## src/rtl/mac_pkg.sv

```systemverilog
package mac_pkg;

    // Access qualifier carried by each breakpoint comparator
    typedef enum logic [1:0] {
        BPQ_OFF   = 2'd0,
        BPQ_STORE = 2'd1,
        BPQ_ANY   = 2'd2,
        BPQ_LOAD  = 2'd3
    } bp_qual_e;

    // Output stage states
    typedef enum logic {
        MS_IDLE   = 1'b0,
        MS_REPORT = 1'b1
    } mac_state_e;

    // Breakpoint control field positions (decoded by the comparators)
    localparam int CTRL_W        = 32;
    localparam int QUAL_W        = 2;
    localparam int QUAL0_LSB     = 0;
    localparam int QUAL1_LSB     = 2;
    localparam int MASK_MODE_BIT = 8;

endpackage

```

## src/rtl/mac_remap.sv

```systemverilog
module mac_remap #(
    parameter int ADDR_W = 32,
    parameter int PID_W  = 7
) (
    input  logic [ADDR_W-1:0] in_addr,
    input  logic [PID_W-1:0]  pid_field,
    output logic [ADDR_W-1:0] out_addr
);
    localparam int LOW_W = ADDR_W - PID_W;

    logic top_clear;
    logic pid_live;

    always_comb begin
        top_clear = (in_addr[ADDR_W-1:LOW_W] == '0);
        pid_live  = (pid_field != '0);
        if (top_clear && pid_live) begin
            out_addr = {pid_field, in_addr[LOW_W-1:0]};
        end else begin
            out_addr = in_addr;
        end
    end
endmodule

```

## src/rtl/mac_bp_cmp.sv

```systemverilog
module mac_bp_cmp
    import mac_pkg::*;
#(
    parameter int ADDR_W      = 32,
    parameter int IGNORE_LSBS = 2
) (
    input  logic [ADDR_W-1:0] addr,
    input  logic [ADDR_W-1:0] bp_reg,
    input  logic [ADDR_W-1:0] dc_mask,
    input  logic              mask_sel,
    input  bp_qual_e          qual,
    input  logic              is_store,
    output logic              hit
);
    localparam logic [ADDR_W-1:0] WORD_DC =
        {{(ADDR_W-IGNORE_LSBS){1'b0}}, {IGNORE_LSBS{1'b1}}};

    logic [ADDR_W-1:0] dont_care;
    logic              qual_ok;
    logic              addr_eq;

    always_comb begin
        unique case (qual)
            BPQ_OFF:   qual_ok = 1'b0;
            BPQ_STORE: qual_ok = is_store;
            BPQ_ANY:   qual_ok = 1'b1;
            BPQ_LOAD:  qual_ok = !is_store;
            default:   qual_ok = 1'b0;
        endcase
        dont_care = mask_sel ? dc_mask : WORD_DC;
        addr_eq   = (((addr ^ bp_reg) & ~dont_care) == '0);
        hit       = qual_ok && addr_eq;
    end
endmodule

```

## src/rtl/mac_gate.sv

```systemverilog
module mac_gate
    import mac_pkg::*;
#(
    parameter int ADDR_W = 32,
    parameter int PID_W  = 7,
    parameter int NUM_BP = 2
) (
    input  logic              clk,
    input  logic              rst_n,
    input  logic              req_valid,
    input  logic              req_store,
    input  logic [ADDR_W-1:0] req_addr,
    input  logic [ADDR_W-1:0] pid_reg,
    input  logic              align_en,
    input  logic [ADDR_W-1:0] bp_addr0,
    input  logic [ADDR_W-1:0] bp_addr1,
    input  logic [CTRL_W-1:0] bp_ctrl,
    input  logic              dbg_hold,
    output logic              rsp_valid,
    output logic [ADDR_W-1:0] rsp_addr,
    output logic              align_abort,
    output logic              bp_hit
);
    localparam int LOW_W = ADDR_W - PID_W;

    // Unused fields of the wide inputs
    logic unused_bits;
    assign unused_bits = ^{bp_ctrl[CTRL_W-1:MASK_MODE_BIT+1],
                           bp_ctrl[MASK_MODE_BIT-1:QUAL1_LSB+QUAL_W],
                           pid_reg[LOW_W-1:0]};

    // Remap
    logic [ADDR_W-1:0] mapped_addr;

    mac_remap #(.ADDR_W(ADDR_W), .PID_W(PID_W)) u_remap (
        .in_addr  (req_addr),
        .pid_field(pid_reg[ADDR_W-1:LOW_W]),
        .out_addr (mapped_addr)
    );

    // Breakpoint comparators
    logic              mask_mode;
    logic [ADDR_W-1:0] bp_regs  [NUM_BP];
    bp_qual_e          bp_quals [NUM_BP];
    logic [NUM_BP-1:0] cmp_hit;

    assign mask_mode   = bp_ctrl[MASK_MODE_BIT];
    assign bp_regs[0]  = bp_addr0;
    assign bp_regs[1]  = bp_addr1;
    assign bp_quals[0] = bp_qual_e'(bp_ctrl[QUAL0_LSB +: QUAL_W]);
    assign bp_quals[1] = bp_qual_e'(bp_ctrl[QUAL1_LSB +: QUAL_W]);

    for (genvar g = 0; g < NUM_BP; g++) begin : g_cmp
        mac_bp_cmp #(.ADDR_W(ADDR_W), .IGNORE_LSBS(2)) u_cmp (
            .addr    (mapped_addr),
            .bp_reg  (bp_regs[g]),
            .dc_mask (bp_addr1),
            .mask_sel(mask_mode && (g == 0)),
            .qual    (bp_quals[g]),
            .is_store(req_store),
            .hit     (cmp_hit[g])
        );
    end

    logic hit_now;
    logic misalign_now;

    always_comb begin
        if (dbg_hold) begin
            hit_now = 1'b0;
        end else if (mask_mode) begin
            hit_now = cmp_hit[0];
        end else begin
            hit_now = |cmp_hit;
        end
        misalign_now = align_en && (req_addr[1:0] != 2'b00);
    end

    // Output stage state machine
    mac_state_e state_q, state_d;

    always_comb begin
        unique case (state_q)
            MS_IDLE:   state_d = req_valid ? MS_REPORT : MS_IDLE;
            MS_REPORT: state_d = req_valid ? MS_REPORT : MS_IDLE;
            default:   state_d = MS_IDLE;
        endcase
    end

    always_ff @(posedge clk or negedge rst_n) begin
        if (!rst_n) begin
            state_q <= MS_IDLE;
        end else begin
            state_q <= state_d;
        end
    end

    always_ff @(posedge clk or negedge rst_n) begin
        if (!rst_n) begin
            rsp_addr    <= '0;
            align_abort <= 1'b0;
            bp_hit      <= 1'b0;
        end else if (req_valid) begin
            rsp_addr    <= mapped_addr;
            align_abort <= misalign_now;
            bp_hit      <= hit_now;
        end else begin
            align_abort <= 1'b0;
            bp_hit      <= 1'b0;
        end
    end

    assign rsp_valid = (state_q == MS_REPORT);


    rsp_follows_req_chk: assert property (@(posedge clk) disable iff (!rst_n)
        req_valid |=> rsp_valid);


    rsp_drops_chk: assert property (@(posedge clk) disable iff (!rst_n)
        !req_valid |=> !rsp_valid);


    no_remap_high_chk: assert property (@(posedge clk) disable iff (!rst_n)
        (req_valid && req_addr[ADDR_W-1:LOW_W] != '0) |=> rsp_addr == $past(req_addr));


    hold_blocks_hit_chk: assert property (@(posedge clk) disable iff (!rst_n)
        (req_valid && dbg_hold) |=> !bp_hit);


    pulse_needs_valid_chk: assert property (@(posedge clk) disable iff (!rst_n)
        (bp_hit || align_abort) |-> rsp_valid);


    no_abort_off_chk: assert property (@(posedge clk) disable iff (!rst_n)
        (req_valid && !align_en) |=> !align_abort);
endmodule

```

## config.mk

```make
export PLATFORM = sky130hd
export DESIGN_NAME = mac_gate
export DESIGN_NICKNAME = d
export VERILOG_FILES = /design/src/rtl/mac_pkg.sv /design/src/rtl/mac_remap.sv /design/src/rtl/mac_bp_cmp.sv /design/src/rtl/mac_gate.sv
export SDC_FILE = /design/constraint.sdc
export NUM_CORES = 1
export LEC_CHECK = 0
export ABC_AREA = 1
export BUFFER_PORTS_ARGS = -buffer_cell sky130_fd_sc_hd__clkbuf_2
export CAP_MARGIN = 20
export CELL_PAD_IN_SITES_DETAIL_PLACEMENT = 0
export CELL_PAD_IN_SITES_GLOBAL_PLACEMENT = 1
export CORE_MARGIN = 2
export CORE_UTILIZATION = 26
export DETAILED_ROUTE_END_ITERATION = 8
export HOLD_SLACK_MARGIN = 0.1
export PLACE_DENSITY_LB_ADDON = 0.1
export SLEW_MARGIN = 30
export SYNTH_ARGS = -nofsm -noshare
export SYNTH_HDL_FRONTEND = slang
export SYNTH_SLANG_ARGS = --single-unit
```

## constraint.sdc

```tcl
create_clock -name clk -period 0.8 [get_ports clk]
set_input_delay 0.16 -clock clk [delete_from_list [all_inputs] [get_ports clk]]
set_output_delay 0.16 -clock clk [all_outputs]
set_load 0.02 [all_outputs]
```

======== After elaboration in Yosys (flattened, before gate mapping) ========
Index checks and enable logic that the tools add are counted.
storage, ports and cells
  register bits ........................... 35
  bits in read-only memories .............. 0
  memories ................................ 0
  bits of input ports ..................... 166
  bits in writable memories ............... 0
  bits in latches ......................... 0
operators by class
  equality and inequality tests ........... 6
  divide/modulo/power cells ............... 0
  reduce and logical (&&, ||, !) cells .... 13
  $lt $le $gt $ge ......................... 0
  bitwise gates (word level) .............. 4
  mux-type cells .......................... 9
  add/subtract/negate cells ............... 0
  shift-type cells ........................ 0
  multiply operators ...................... 0
operators with widths
  cell                                                                    number
  32-bit zero test                                                        2
  32-bit 2-to-1 mux                                                       2
  32-bit bitwise XOR                                                      2
  32-bit AND                                                              1
  32-bit NOT                                                              1
  2-bit equality test (second input constant)                             4
  1-bit case mux with 4 select lines                                      2
  7-bit zero test                                                         1
  7-bit nonzero test                                                      1
  1-bit 2-to-1 mux                                                        5
  2-bit by 1-bit equality test with 1-bit output (second input constant)  2
  1-bit logical AND                                                       4
  2-bit zero test                                                         2
  2-bit nonzero test                                                      1
  2-bit OR reduction                                                      1
  1-bit zero test                                                         1

======== Depth between registers and ports, before layout ========
  depth after elaboration ................. 11
  depth in mapped cells ................... 13
  mapped depth without buffers ............ 13

======== By module ========
A second synthesis with hierarchy kept.
unflattened totals
  cells, all modules ...................... 620
  area, all modules ....................... 3447.1 µm²
modules (own cells, without submodules)
  module      cells an instance  instances  area an instance (µm²)
  mac_bp_cmp  204                2          847.1
  mac_gate    148                1          1400.1
  mac_remap   64                 1          352.8

======== Least setup slack after synthesis ========
OpenSTA, ideal clock, no wires.
  path type ............................... input-to-reg
  start point ............................. in req_addr[31]
  end point ............................... reg bp_hit
  arrival time ............................ 1.138 ns
  path slack .............................. -0.457 ns
  stages .................................. 10
  cell sequence ........................... nor2_1 -> nand2_2 -> nor2_8 -> nand3_1 -> nand2_1 -> nand2_1 -> a21boi_0 -> nor2_1 -> nand3_1 -> a21oi_2
on the way
  word-level cells in the longest chain between the ends .. 11
  elaborated cells between the ends (all ways) .. 14
  those cells by class .................... 4 x mux; 3 x bitwise; 7 x reduce/logical
RTL lines
  element                 RTL line          RTL
  start: declaration      mac_gate.sv:12    input logic [ADDR_W-1:0] req_addr,
  7-bit zero test         mac_remap.sv:15   top_clear = (in_addr[ADDR_W-1:LOW_W] == '0);
  1-bit logical AND       mac_remap.sv:17   if (top_clear && pid_live) begin
  32-bit 2-to-1 mux *     mac_remap.sv:17
  32-bit bitwise XOR      mac_bp_cmp.sv:31  addr_eq = (((addr ^ bp_reg) & ~dont_care) == '0);
  32-bit AND              mac_bp_cmp.sv:31
  32-bit zero test        mac_bp_cmp.sv:31
  1-bit logical AND       mac_bp_cmp.sv:32  hit = qual_ok && addr_eq;
  2-bit OR reduction      mac_gate.sv:74    hit_now = |cmp_hit;
  1-bit 2-to-1 mux *      mac_gate.sv:71    end else if (mask_mode) begin
  1-bit 2-to-1 mux *      mac_gate.sv:69    if (dbg_hold) begin
  1-bit 2-to-1 mux *      mac_gate.sv:103   end else if (req_valid) begin
  end signal: assignment  mac_gate.sv:106   bp_hit <= hit_now;
  end: declaration        mac_gate.sv:22    output logic bp_hit
Mark *: on every way between the ends. The rest lies on a longest branch, timed or not.
A chain may end at the register's enable or synchronous reset.

======== Worst setup path after layout ========
Same ends and word-level chain as after synthesis.

==> results by group <==
Placement
  • GPL Wtd Cong: slightly above 0.8
  • HPWL after DPL: ~8.4 mm
  • I/O Buffers: 148
  • DP Cell Count: 813
  • Placed cell area: around 0.0042 mm²

Worst setup path
  • WS Path Type: in2reg
  • Arrival time worst endpoint: approximately 1.4 ns
  • Crit path max fanout: 8
  • Flop2flop setup slack: around 0.020 ns
  • CP Launch Type: input pin
  • FF-to-FF End: rsp_addr[27]
  • Reg2reg path depth: 3
  • CP required: around 0.98 ns
  • Critical path endpoint category: flip-flop
  • Worst reg2reg path startpoint: rsp_addr[27]

Pwr
  • Internal power: around 3600 µW
  • Pwr Density: between 1000 and 1500 mW/mm²
  • Leak: approximately 0.0029 µW
  • Total chip power: about 5600 µW
  • Clock power share: 0.236
  • Power share of the combinational group: 0.401
  • Max VDD drop: 0.0005648 V
  • Sw Ratio: 0.3477
  • Net Switching: between 1500 and 2000 µW
  • Seq pwr share: 0.364

Detailed routing
  • Routed wl met2: 4.929 mm
  • Routed length on met1: approximately 4.8 mm
  • Max layer used: met4
  • Met3 wire len: ~580 µm
  • Vias per cell: ~4.3
  • Routed wire per std cell: 12.33 µm
  • Total wire length: 10.37 mm
  • Via count: 3622
  • DR pass1 iterations: 5
  • Drt drc: 0
  • Detail Route Antenna Nets: 0
  • Initial DRC Count: ~110

STA
  • Max_slew headroom: 0.8189
  • Minimum clock period: 1.211 ns
  • Highest Clock Rate: a little over 800 MHz
  • RSZ-0062 raised after global routing: yes
  • Clock Skews: 0 ns
  • Setup WS post-layout: -0.4110 ns
  • Slew Viols, Final: 0
  • Final period util: 1.514
  • Slew @ Worst Pin: about 0.27 ns
  • Final setup TNS: -7.263 ns
  • Final hold violations: 0
  • Setup Viol. Count Final: 40

Yosys
  • Syn_nets: around 640
  • #FFs+latches synth: 35
  • YS warnings: 0
  • Yosys top cell by area: dfrtp_1
  • Seq/Total Area, Yosys: 0.3115
  • Syn Area/Cell: just under 6 µm²
  • Largest cells by area after synthesis: dfrtp_1 31%, nand2_1 26%, inv_1 11%
  • Number of flops mapped to enable cells by yosys: 0
  • Top post-synthesis cells by count: 193 x nand2_1, 79 x inv_1, 48 x nand3_1
  • Cell variety after synth: 25
  • Ys async rst share: 1.000
  • Cell count after synthesis: between 400 and 500
  • Synth top area share: 0.3115
  • Count leader, synth: nand2_1
  • Synth Cell Area: around 0.0028 mm²
  • Synth Flop Type: dfrtp_1

Floorplan
  • Die width: between 100 and 150 µm
  • Num rows: 37
  • Die area: between 0.01 and 0.015 mm²
  • Core area: around 0.010 mm²
  • Die Ht: between 100 and 150 µm
  • Io pins: roughly 200
  • Starting Density: 0.2699

Global routing
  • GRT Resource Usage Total: 0.1746
  • Via count of the first global-routing pass: around 3.3k
  • Total grt overflow: 0
  • Largest net degree at the start of global routing: 36
  • Initial antenna violation count: 0
  • First-pass GRT wire length: around 16 mm

Cells and area
  • Fin nets: 870
  • Post-route cell area: approximately 0.005 mm²
  • Layout cell share with drive strength beyond 1: 0.4057
  • Fill count: 1149
  • Layout area overhead: 77.39%
  • Reg area: 875.8 µm²
  • Final Util: 0.4788
  • # diodes: 0
  • Area of the multi-input gates: around 0.0018 mm²
  • Fin cells: about 840

Run status
  • Failing checks: negative setup slack
  • Status: finished, violations left

Clocking
  • Clock Latency Late Sink: between 0.2 and 0.3 ns
  • Root Buffer: clkbuf_8
  • H-tree levels: 2
  • Clk pin slew, worst setup/hold paths: 0.08 ns
  • Clock Sink Count: 35
  • TritonCTS Buffers: 5
  • Max clock buf depth: 2
  • CTS tree: yes

Min path
  • Hold endpoint: rsp_addr[0]
  • HP Class: in2reg
  • Worst Min Path Start: req_addr[0]
  • Hold Path Depth: 3

Flow run
  • Max-Cap Viols: 0
cell families after synthesis:
| logic type | count (synthesis) | share of synthesized area |
|---|---|---|
| xor gates and xnor gates | 8 | 0.02492 |
| DFF | 35 | 0.3115 |
| and+or+nand+nor | 297 | 0.4464 |
| AOI/OAI and AO/OA | 48 | 0.09391 |
| buffers and inverters | 90 | 0.1233 |
power groups by stage:
stage / clock [µW] / sequential (µW) / combinational, µW
after floorplan: 0 / 2220 / 680
after global placement: 0 / 2030 / 1850
after detailed placement: 0 / 2030 / 1860
after CTS: 1380 / 2000 / 2000
after global routing: 1460 / 2040 / 2470
final: 1310 / 2030 / 2230
metal layers:
| metal | vias to the layer above | global-route usage |
|---|---|---|
| met2 | 87 | 0.2916 |
| met5 | - | 0 |
| li1 | 1921 | - |
| met4 | 0 | 0.03022 |
| met1 | 1612 | 0.2410 |
| met3 | 2 | 0.02833 |
final cells by class:
| class | instances | area share |
|---|---|---|
| Multi-Input combinational cell | 353 | 0.3590 |
| Timing Repair Buffer | 228 | 0.3490 |
| Sequential cell | 35 | 0.1756 |
| Inverter | 81 | 0.06548 |
| Tap cell | 136 | 0.03412 |
| Clock buffer | 5 | 0.01380 |
| Clock inverter | 3 | 0.003011 |
timing repair:
| item | CTS | global route |
|---|---|---|
| cloned | 1 | 0 |
| hold buffers | 2 | 0 |
| endpoints found under the setup margin | 40 | 43 |
| buffers inserted | 9 | 10 |
| pin swaps | 12 | 25 |
| endpoints found under the hold margin | 36 | 0 |
| resized for setup | 28 | 141 |
registers in the layout (all words and copies together) (netlist names):
signal,flops
rsp_valid,1
bp_hit,1
rsp_addr,32
align_abort,1
cell usage in the layout (no fill, tap or decap), drive strengths merged:
master / n
a21boi: 3
dfrtp: 35
inv: 79
nand2: 200
clkinv: 5
xnor2: 5
nor2: 38
clkbuf: 119
nand3: 52
dlygate4sd3: 2
nor3: 1
xor2: 3
a31oi: 6
a21o: 1
nand4: 1
nand3b: 4
or2: 1
o21ai: 35
o211ai: 1
buf: 112
a21oi: 2
worst max-delay path, cell delays in order:
cell	delay, ns
buf_6	0.10
nor2_4	0.12
nand2_4	0.07
nor2_8	0.23
buf_6	0.15
nand3_1	0.11
nand3_1	0.11
nand3_1	0.10
nand2_2	0.09
inv_2	0.04
nand3_2	0.05
a21oi_2	0.05
stage by stage:
step	setup WS, ns	hold slack, ns
floorplan	-0.3552	-0.1356
global placement	-0.8060	0.1535
detailed placement	-0.7734	0.1520
CTS	-0.3717	0.1332
global route	-0.4670	0.1349
finish	-0.4110	0.1384
worst max path at each step:
stage	startpoint	end
after global placement	bp_ctrl[8]	bp_hit
after floorplan	req_addr[30]	bp_hit
final	req_addr[31]	bp_hit
after detailed placement	bp_ctrl[8]	bp_hit
after global routing	req_addr[31]	bp_hit
after CTS	req_addr[27]	bp_hit
Note: power is estimated with default switching activity, not from simulation.
